**config.mk**
```make
export PLATFORM = sky130hd
export DESIGN_NAME = ext_bus_ctrl
export DESIGN_NICKNAME = d
export VERILOG_FILES = /design/src/rtl/ebc_pkg.sv /design/src/rtl/ebc_seq.sv /design/src/rtl/ebc_lane.sv /design/src/rtl/ebc_mux.sv /design/src/rtl/ext_bus_ctrl.sv
export SDC_FILE = /design/constraint.sdc
export NUM_CORES = 1
export LEC_CHECK = 0
export BUFFER_PORTS_ARGS = -buffer_cell sky130_fd_sc_hd__buf_2
export CORE_MARGIN = 2
export CORE_UTILIZATION = 30
export DETAILED_ROUTE_END_ITERATION = 10
export PLACE_DENSITY_LB_ADDON = 0.25
export SLEW_MARGIN = 25
export SYNTH_ARGS = -nofsm -noshare
export SYNTH_HDL_FRONTEND = slang
export SYNTH_SLANG_ARGS = --single-unit
```
**constraint.sdc**
```tcl
create_clock -name clk -period 1.5 [get_ports clk]
set_input_delay 0.15 -clock clk [delete_from_list [all_inputs] [get_ports clk]]
set_output_delay 0.15 -clock clk [all_outputs]
set_load 0.05 [all_outputs]
```
**src/rtl/ebc_pkg.sv**
```systemverilog
// Package for the external bus controller.
// Holds the phase encoding shared by the sequencer and the top level.
package ebc_pkg;
    typedef enum logic [2:0] {
        PH_IDLE,
        PH_ADDR,
        PH_HOLD,
        PH_DATA,
        PH_REL,
        PH_ERR
    } ebc_phase_e;
endpackage

```
**src/rtl/ebc_seq.sv**
```systemverilog
// Access sequencer.
// Steps through address, hold, data (DATA_CYC cycles), release, then idle.
// A refused request takes a single error cycle instead.
// Assumes start is only raised while the phase is idle.
module ebc_seq
    import ebc_pkg::*;
#(
    parameter int DATA_CYC = 2
) (
    input  logic       clk,
    input  logic       rst_n,
    input  logic       start,
    input  logic       refuse,
    output ebc_phase_e phase,
    output logic       data_last
);
    localparam int CNT_W = (DATA_CYC > 1) ? $clog2(DATA_CYC) : 1;

    logic [CNT_W-1:0] left;

    // Phase register and data-cycle countdown.
    always_ff @(posedge clk) begin
        if (!rst_n) begin
            phase <= PH_IDLE;
            left  <= '0;
        end else begin
            unique case (phase)
                PH_IDLE: if (start) phase <= refuse ? PH_ERR : PH_ADDR;
                PH_ADDR: phase <= PH_HOLD;
                PH_HOLD: begin
                    phase <= PH_DATA;
                    left  <= CNT_W'(DATA_CYC - 1);
                end
                PH_DATA: begin
                    if (left == '0) phase <= PH_REL;
                    else            left  <= left - 1'b1;
                end
                PH_REL:  phase <= PH_IDLE;
                PH_ERR:  phase <= PH_IDLE;
                default: phase <= PH_IDLE;
            endcase
        end
    end

    // Marks the final strobe cycle, where read data is sampled.
    assign data_last = (phase == PH_DATA) && (left == '0);

    // the data window always ends in a release cycle.
    a_r2_data_to_rel: assert property (@(posedge clk) disable iff (!rst_n)
        data_last |=> (phase == PH_REL));
endmodule

```
**src/rtl/ebc_lane.sv**
```systemverilog
// Strobe generator.
// Maps the access kind, the byte lanes and the strobe style onto the three strobe pins.
// Assumes its inputs are the values captured when the request was accepted.
module ebc_lane (
    input  logic narrow,
    input  logic split,
    input  logic write,
    input  logic word,
    input  logic a0,
    input  logic in_access,
    input  logic in_data,
    output logic rd_n,
    output logic wr_n,
    output logic bhe_n
);
    logic lane_lo;
    logic lane_hi;
    logic use_split;

    // Byte lanes used and the style that applies (narrow forces common strobe).
    always_comb begin
        lane_lo   = word | ~a0;
        lane_hi   = word | a0;
        use_split = split & ~narrow;
    end

    // Strobe levels for the current phase.
    always_comb begin
        rd_n = ~(in_data & ~write);
        if (use_split) begin
            wr_n  = ~(in_data & write & lane_lo);
            bhe_n = ~(in_data & write & lane_hi);
        end else begin
            wr_n  = ~(in_data & write);
            bhe_n = ~(in_access & ~narrow & lane_hi);
        end
    end
endmodule

```
**src/rtl/ebc_mux.sv**
```systemverilog
// Pin multiplexer.
// Places write data on the shared address pins: the low BYTE_W pins on a narrow bus,
// or those pins moved up by one on a wide bus.
// It also assembles read data from the pin read-back.
// Assumes ADDR_W > BYTE_W.
module ebc_mux #(
    parameter int ADDR_W = 20,
    parameter int BYTE_W = 8
) (
    input  logic                  narrow,
    input  logic                  drive_data,
    input  logic [ADDR_W-1:0]     addr,
    input  logic [2*BYTE_W-1:0]   wdata,
    input  logic [BYTE_W:0]       sh_in,
    input  logic [BYTE_W-1:0]     dh_in,
    output logic [ADDR_W-1:0]     pins,
    output logic [BYTE_W-1:0]     dh_out,
    output logic [2*BYTE_W-1:0]   rd_word
);
    // One pin at a time: choose address or the data bit that map puts there.
    for (genvar i = 0; i < ADDR_W; i++) begin : g_pin
        logic nar_bit;
        logic wid_bit;
        if (i < BYTE_W) begin : g_nar
            assign nar_bit = wdata[i];
        end else begin : g_nar_addr
            assign nar_bit = addr[i];
        end
        if (i >= 1 && i <= BYTE_W) begin : g_wid
            assign wid_bit = wdata[i-1];
        end else begin : g_wid_addr
            assign wid_bit = addr[i];
        end
        assign pins[i] = drive_data ? (narrow ? nar_bit : wid_bit) : addr[i];
    end

    // High data lane, used only on a wide bus.
    assign dh_out = (drive_data && !narrow) ? wdata[2*BYTE_W-1:BYTE_W] : '0;

    // Read word as seen on the pins for the selected width.
    assign rd_word = narrow ? {{BYTE_W{1'b0}}, sh_in[BYTE_W-1:0]}
                            : {dh_in, sh_in[BYTE_W:1]};
endmodule

```
**src/rtl/ext_bus_ctrl.sv**
```systemverilog
// External multiplexed bus controller, top level.
// Captures one request and its configuration at acceptance, then runs the access
// through ebc_seq, drives strobes via ebc_lane and pins via ebc_mux.
// Assumes the pads, chip selects and wait states are handled outside.
module ext_bus_ctrl
    import ebc_pkg::*;
#(
    parameter int ADDR_W   = 20,
    parameter int BYTE_W   = 8,
    parameter int DATA_CYC = 2
) (
    input  logic                clk,
    input  logic                rst_n,
    input  logic                cfg_narrow,
    input  logic                cfg_split,
    input  logic                req_valid,
    input  logic                req_write,
    input  logic [ADDR_W-1:0]   req_addr,
    input  logic [1:0]          req_be,
    input  logic [2*BYTE_W-1:0] req_wdata,
    output logic                req_ready,
    output logic                resp_valid,
    output logic                resp_err,
    output logic [2*BYTE_W-1:0] resp_rdata,
    output logic                bus_ale,
    output logic                bus_rd_n,
    output logic                bus_wr_n,
    output logic                bus_bhe_n,
    output logic                bus_ad_oe,
    output logic [ADDR_W-1:0]   bus_a,
    output logic [BYTE_W-1:0]   bus_dh_out,
    input  logic [BYTE_W:0]     bus_sh_in,
    input  logic [BYTE_W-1:0]   bus_dh_in
);
    localparam int DATA_W = 2 * BYTE_W;

    ebc_phase_e        phase;
    logic              data_last;
    logic              accept;
    logic              refuse;
    logic              want_word;
    logic [ADDR_W-1:0] addr_q;
    logic [DATA_W-1:0] wdata_q;
    logic [DATA_W-1:0] rd_word;
    logic              write_q, narrow_q, split_q, word_q;
    logic              in_access, in_data, in_tail;

    // Acceptance and the misalignment test on the live request.
    always_comb begin
        accept    = req_valid && req_ready;
        want_word = !cfg_narrow && (req_be == 2'b11);
        refuse    = want_word && req_addr[0];
    end

    // Request and configuration capture at acceptance.
    always_ff @(posedge clk) begin
        if (!rst_n) begin
            addr_q   <= '0;
            wdata_q  <= '0;
            write_q  <= 1'b0;
            narrow_q <= 1'b0;
            split_q  <= 1'b0;
            word_q   <= 1'b0;
        end else if (accept) begin
            addr_q   <= req_addr;
            wdata_q  <= req_wdata;
            write_q  <= req_write;
            narrow_q <= cfg_narrow;
            split_q  <= cfg_split;
            word_q   <= want_word;
        end
    end

    ebc_seq #(.DATA_CYC(DATA_CYC)) seq_i (
        .clk       (clk),
        .rst_n     (rst_n),
        .start     (accept),
        .refuse    (refuse),
        .phase     (phase),
        .data_last (data_last)
    );

    // Phase flags and the simple outputs derived from them.
    always_comb begin
        in_access  = (phase == PH_ADDR) || (phase == PH_HOLD) ||
                     (phase == PH_DATA) || (phase == PH_REL);
        in_data    = (phase == PH_DATA);
        in_tail    = (phase == PH_DATA) || (phase == PH_REL);
        req_ready  = (phase == PH_IDLE);
        resp_valid = (phase == PH_REL) || (phase == PH_ERR);
        resp_err   = (phase == PH_ERR);
        bus_ale    = (phase == PH_ADDR);
        bus_ad_oe  = (phase == PH_ADDR) || (phase == PH_HOLD) || (in_tail && write_q);
    end

    ebc_lane lane_i (
        .narrow    (narrow_q),
        .split     (split_q),
        .write     (write_q),
        .word      (word_q),
        .a0        (addr_q[0]),
        .in_access (in_access),
        .in_data   (in_data),
        .rd_n      (bus_rd_n),
        .wr_n      (bus_wr_n),
        .bhe_n     (bus_bhe_n)
    );

    ebc_mux #(.ADDR_W(ADDR_W), .BYTE_W(BYTE_W)) mux_i (
        .narrow     (narrow_q),
        .drive_data (in_tail && write_q),
        .addr       (addr_q),
        .wdata      (wdata_q),
        .sh_in      (bus_sh_in),
        .dh_in      (bus_dh_in),
        .pins       (bus_a),
        .dh_out     (bus_dh_out),
        .rd_word    (rd_word)
    );

    // Read data sample on the edge ending the last strobe cycle.
    always_ff @(posedge clk) begin
        if (!rst_n)                      resp_rdata <= '0;
        else if (data_last && !write_q)  resp_rdata <= rd_word;
    end

    // latch enable is a one-cycle pulse.
    a_r2_ale_pulse: assert property (@(posedge clk) disable iff (!rst_n)
        bus_ale |=> !bus_ale);
    // address pins do not move across the falling latch edge.
    a_r3_addr_hold: assert property (@(posedge clk) disable iff (!rst_n)
        $fell(bus_ale) |-> $stable(bus_a));
    // pins are released while the read strobe is low.
    a_r9_read_oe: assert property (@(posedge clk) disable iff (!rst_n)
        !bus_rd_n |-> (!bus_ad_oe && bus_wr_n));
    // byte-high stays high on a narrow bus.
    a_r8_narrow_bhe: assert property (@(posedge clk) disable iff (!rst_n)
        (narrow_q && !req_ready) |-> bus_bhe_n);
    // a refused request produces no bus activity.
    a_r10_err_quiet: assert property (@(posedge clk) disable iff (!rst_n)
        resp_err |-> (resp_valid && bus_rd_n && bus_wr_n && !bus_ale && !bus_ad_oe));
    // no latch pulse starts while a response is pending.
    a_r12_no_restart: assert property (@(posedge clk) disable iff (!rst_n)
        resp_valid |=> !bus_ale);
endmodule

```
==> reports/qor.yml <==
cts_root_buffer: "clkbuf_8"
synthesis.nets: 397
die-area_um2: 10400
yosys.area.top_type: "dfxtp_1"
fin_cells: 589
antenna_cells: 0
reg2reg_depth: 4
ant_nets: 0
wl_um: 8300
cp-startpoint: "seq_i.phase[1]"
peakVddDrop_uv: 418
cts_sinks: 60
drt_first_pass_iters: 4
vias_per_cell: 4.70
placedCellCount: 562
net-switching-power_mw: 1.36
wl_per_cell_um: 14.1
grt.total_usage: 0.160
synthCells: 336
synth.avg_cell_area_um2: 8.56
rsz0062_at_grt: "true"
violations: "setup timing"
path_buf_inv: 2
worstSetupEndpointType: "output port"
drc_errors: 0
yosysSeqAreaShare: 0.418
io_buffers: 112
crit_type: "flop to output port"
regToRegSetupSlack_ns: -0.24
cp_slowest_cell: "dfxtp_4"
skew_ns: 0.00625
synth.top_cell.area_share: 0.418
layout.nets: 516
crit_arrival_ns: 1.79
dpl-instance-area_um2: 3710
yosys_register_bits: 60
cpPeakStageDelay_ns: 0.37
clock.fmax_mhz: 515
tightestPinTransition_ns: 0.296
r2r_start: "seq_i.phase[0]"
crit_path_max_fanout: 6
coreArea_um2: 9280
slew_violations: 0
drt_iter0_drc: 60
synth-edff-count: 0
power_frac_seq: 0.395
yosys-top-cells-area: "dfxtp_1 42%, a21boi_0 13%, nand2_1 11%"
max_slew_margin: 0.802
die_h_um: 102
die_x_um: 102
clock_power_share: 0.359
ys.flop_type: "dfxtp_1"
cp_top_family: "flip-flops"
p_leak_nw: 1.98
final_area_um2: 4350
drive_gt1_frac: 0.457
clock_latency_ns: 0.33
holdBufCountCts: 0
setup_viol: 70
cts_made_buffers: 9
final_util: 0.468
placementRows: 35
outcome: "finished, violations left"
clock_tree.htree_level_count: 3
antenna_found_initial: 0
dp_hpwl_um: 5570
clk_pin_slew_ns: 0.07
period_needed_ns: 1.94
worst_hold_path_type: "input port to flop"
ys_types: 37
grt_max_degree: 24
fin_ws_ns: -0.443
synth_area_um2: 2880
combPwrFrac: 0.246
drv_cap: 0
min-delay-start: "req_addr[2]"
hold_path_end: "addr_q[2]"
synthArstFlopShare: 0
required_ns: 1.35
yosys_warnings: 0
grt_overflow: 0
period_share: 1.30
areaGrowthSynthToFinish_pct: 51.1
sw_frac_of_total: 0.303
grt_pass1_wl_um: 12800
crit_chain: "and3b_2, buf_6, o211ai_1, mux2_4, buf_12"
start_kind: "flop"
place.gp.congestion: 0.748
whs_path_depth: 3
io_pins: 113
clock_path_buffers: 2
r2r_end: "word_q"
cts_tree: "done"
grt_pass1_vias: 2648
p_int_mw: 3.13
hold_viol: 0
num_vias: 2770
power_per_cell_area_nw_per_um2: 1030
start_util: 0.310
## stage by stage
stage,power (mW),hold WS (ns),setup WS (ns),TNS (ns)
2_1_floorplan,2.47,0.295,-0.171,-1.26
3_3_place_gp,2.74,0.400,-0.247,-6.87
3_5_place_dp,2.75,0.408,-0.255,-8.01
4_1_cts,4.52,0.0468,-0.463,-9.80
5_1_grt,4.72,0.0553,-0.500,-16.60
6_report,4.49,0.0600,-0.443,-12.23
## how the worst max path moves through the flow
stage	cells after the start	to
finish	5	bus_a[0]
global route	6	bus_dh_out[2]
CTS	4	bus_a[8]
detailed placement	5	bus_dh_out[2]
global placement	5	bus_dh_out[7]
floorplan	3	bus_ad_oe
## power groups by stage
stage	Clock, mW	Sequential, mW	Combinational, mW
final	1.61	1.77	1.11
after global routing	1.74	1.79	1.19
after CTS	1.67	1.77	1.08
after detailed placement	0	1.80	0.947
after global placement	0	1.80	0.937
after floorplan	0	1.83	0.643
## flip-flops by register name, summed over array words and instances, names as in the netlist
register and cells:
addr_q 20, narrow_q 1, resp_rdata 16, seq_i.left 1, seq_i.phase 3, split_q 1, wdata_q 16, word_q 1
write_q 1
## final cells by class
cell class                 instances  area, um^2
timing repair buffer             146        1100
clock buffer                      11         141
multi-input combinational        237        1650
sequential                        60        1210
tap                              129         161
clock inverter                     5        75.1
fill                             951        4940
inverter                           1        3.75
## routing by layer
metal  GRT usage  share of wire  vias up
met5           0              0        -
li1            -              -     1376
met2       0.278           0.50       69
met3      0.0260          0.041       10
met4      0.0636          0.014        0
met1       0.199           0.44     1315
## cells in the mapped netlist (3+ instances only)
cell type and n:
clkbuf_1 24, mux2i_1 8, mux2_2 16, o21ai_0 12
buf_4 11, o211a_1 8, nand2_1 81, and2_1 10
nor2_1 8, dfxtp_1 60, nand3_1 10, a21boi_0 48
nand4b_1 8, nor3b_1 3
## cell usage in the layout, fill, tap and decap left out, types with 2 or more instances in the layout
| cell type | count |
|---|---|
| dfxtp_1 | 55 |
| buf_4 | 23 |
| buf_16 | 2 |
| buf_8 | 5 |
| clkinv_2 | 3 |
| o21ai_1 | 3 |
| nand2_1 | 81 |
| nor3b_2 | 2 |
| dfxtp_2 | 3 |
| mux2i_1 | 8 |
| buf_2 | 87 |
| mux2_4 | 9 |
| nand3_1 | 9 |
| o211a_1 | 8 |
| nand4b_1 | 8 |
| nor2_1 | 7 |
| buf_6 | 25 |
| o21ai_0 | 8 |
| bufinv_16 | 2 |
| mux2_2 | 7 |
| a21boi_1 | 2 |
| a21boi_0 | 46 |
| and2_4 | 9 |
| buf_12 | 4 |
| dfxtp_4 | 2 |
| clkbuf_8 | 10 |
## worst register-to-register path: stages, from the launching register on
cell and delay (ns):
dfxtp_2 0.35, buf_6 0.15, or4b_4 0.56, or4_4 0.49, a21boi_2 0.13
## kinds of logic after synthesis
group                  count (synthesis)  synth area share
AND/OR/NAND/NOR                      136             0.229
AO/OA/AOI/OAI                         76             0.194
flip-flops                            60             0.418
buffers and inverters                 39            0.0661
multiplexers                          24            0.0905
XOR/XNOR                               1           0.00305
## repair_timing
item / in CTS / in global routing
buffers inserted: 6 / 3
gates resized for setup: 69 / 23
pin swaps: 4 / 3
endpoints found under the setup margin: 65 / 69
cloned: 2 / 0
Note: power is estimated with default switching activity, not from simulation.
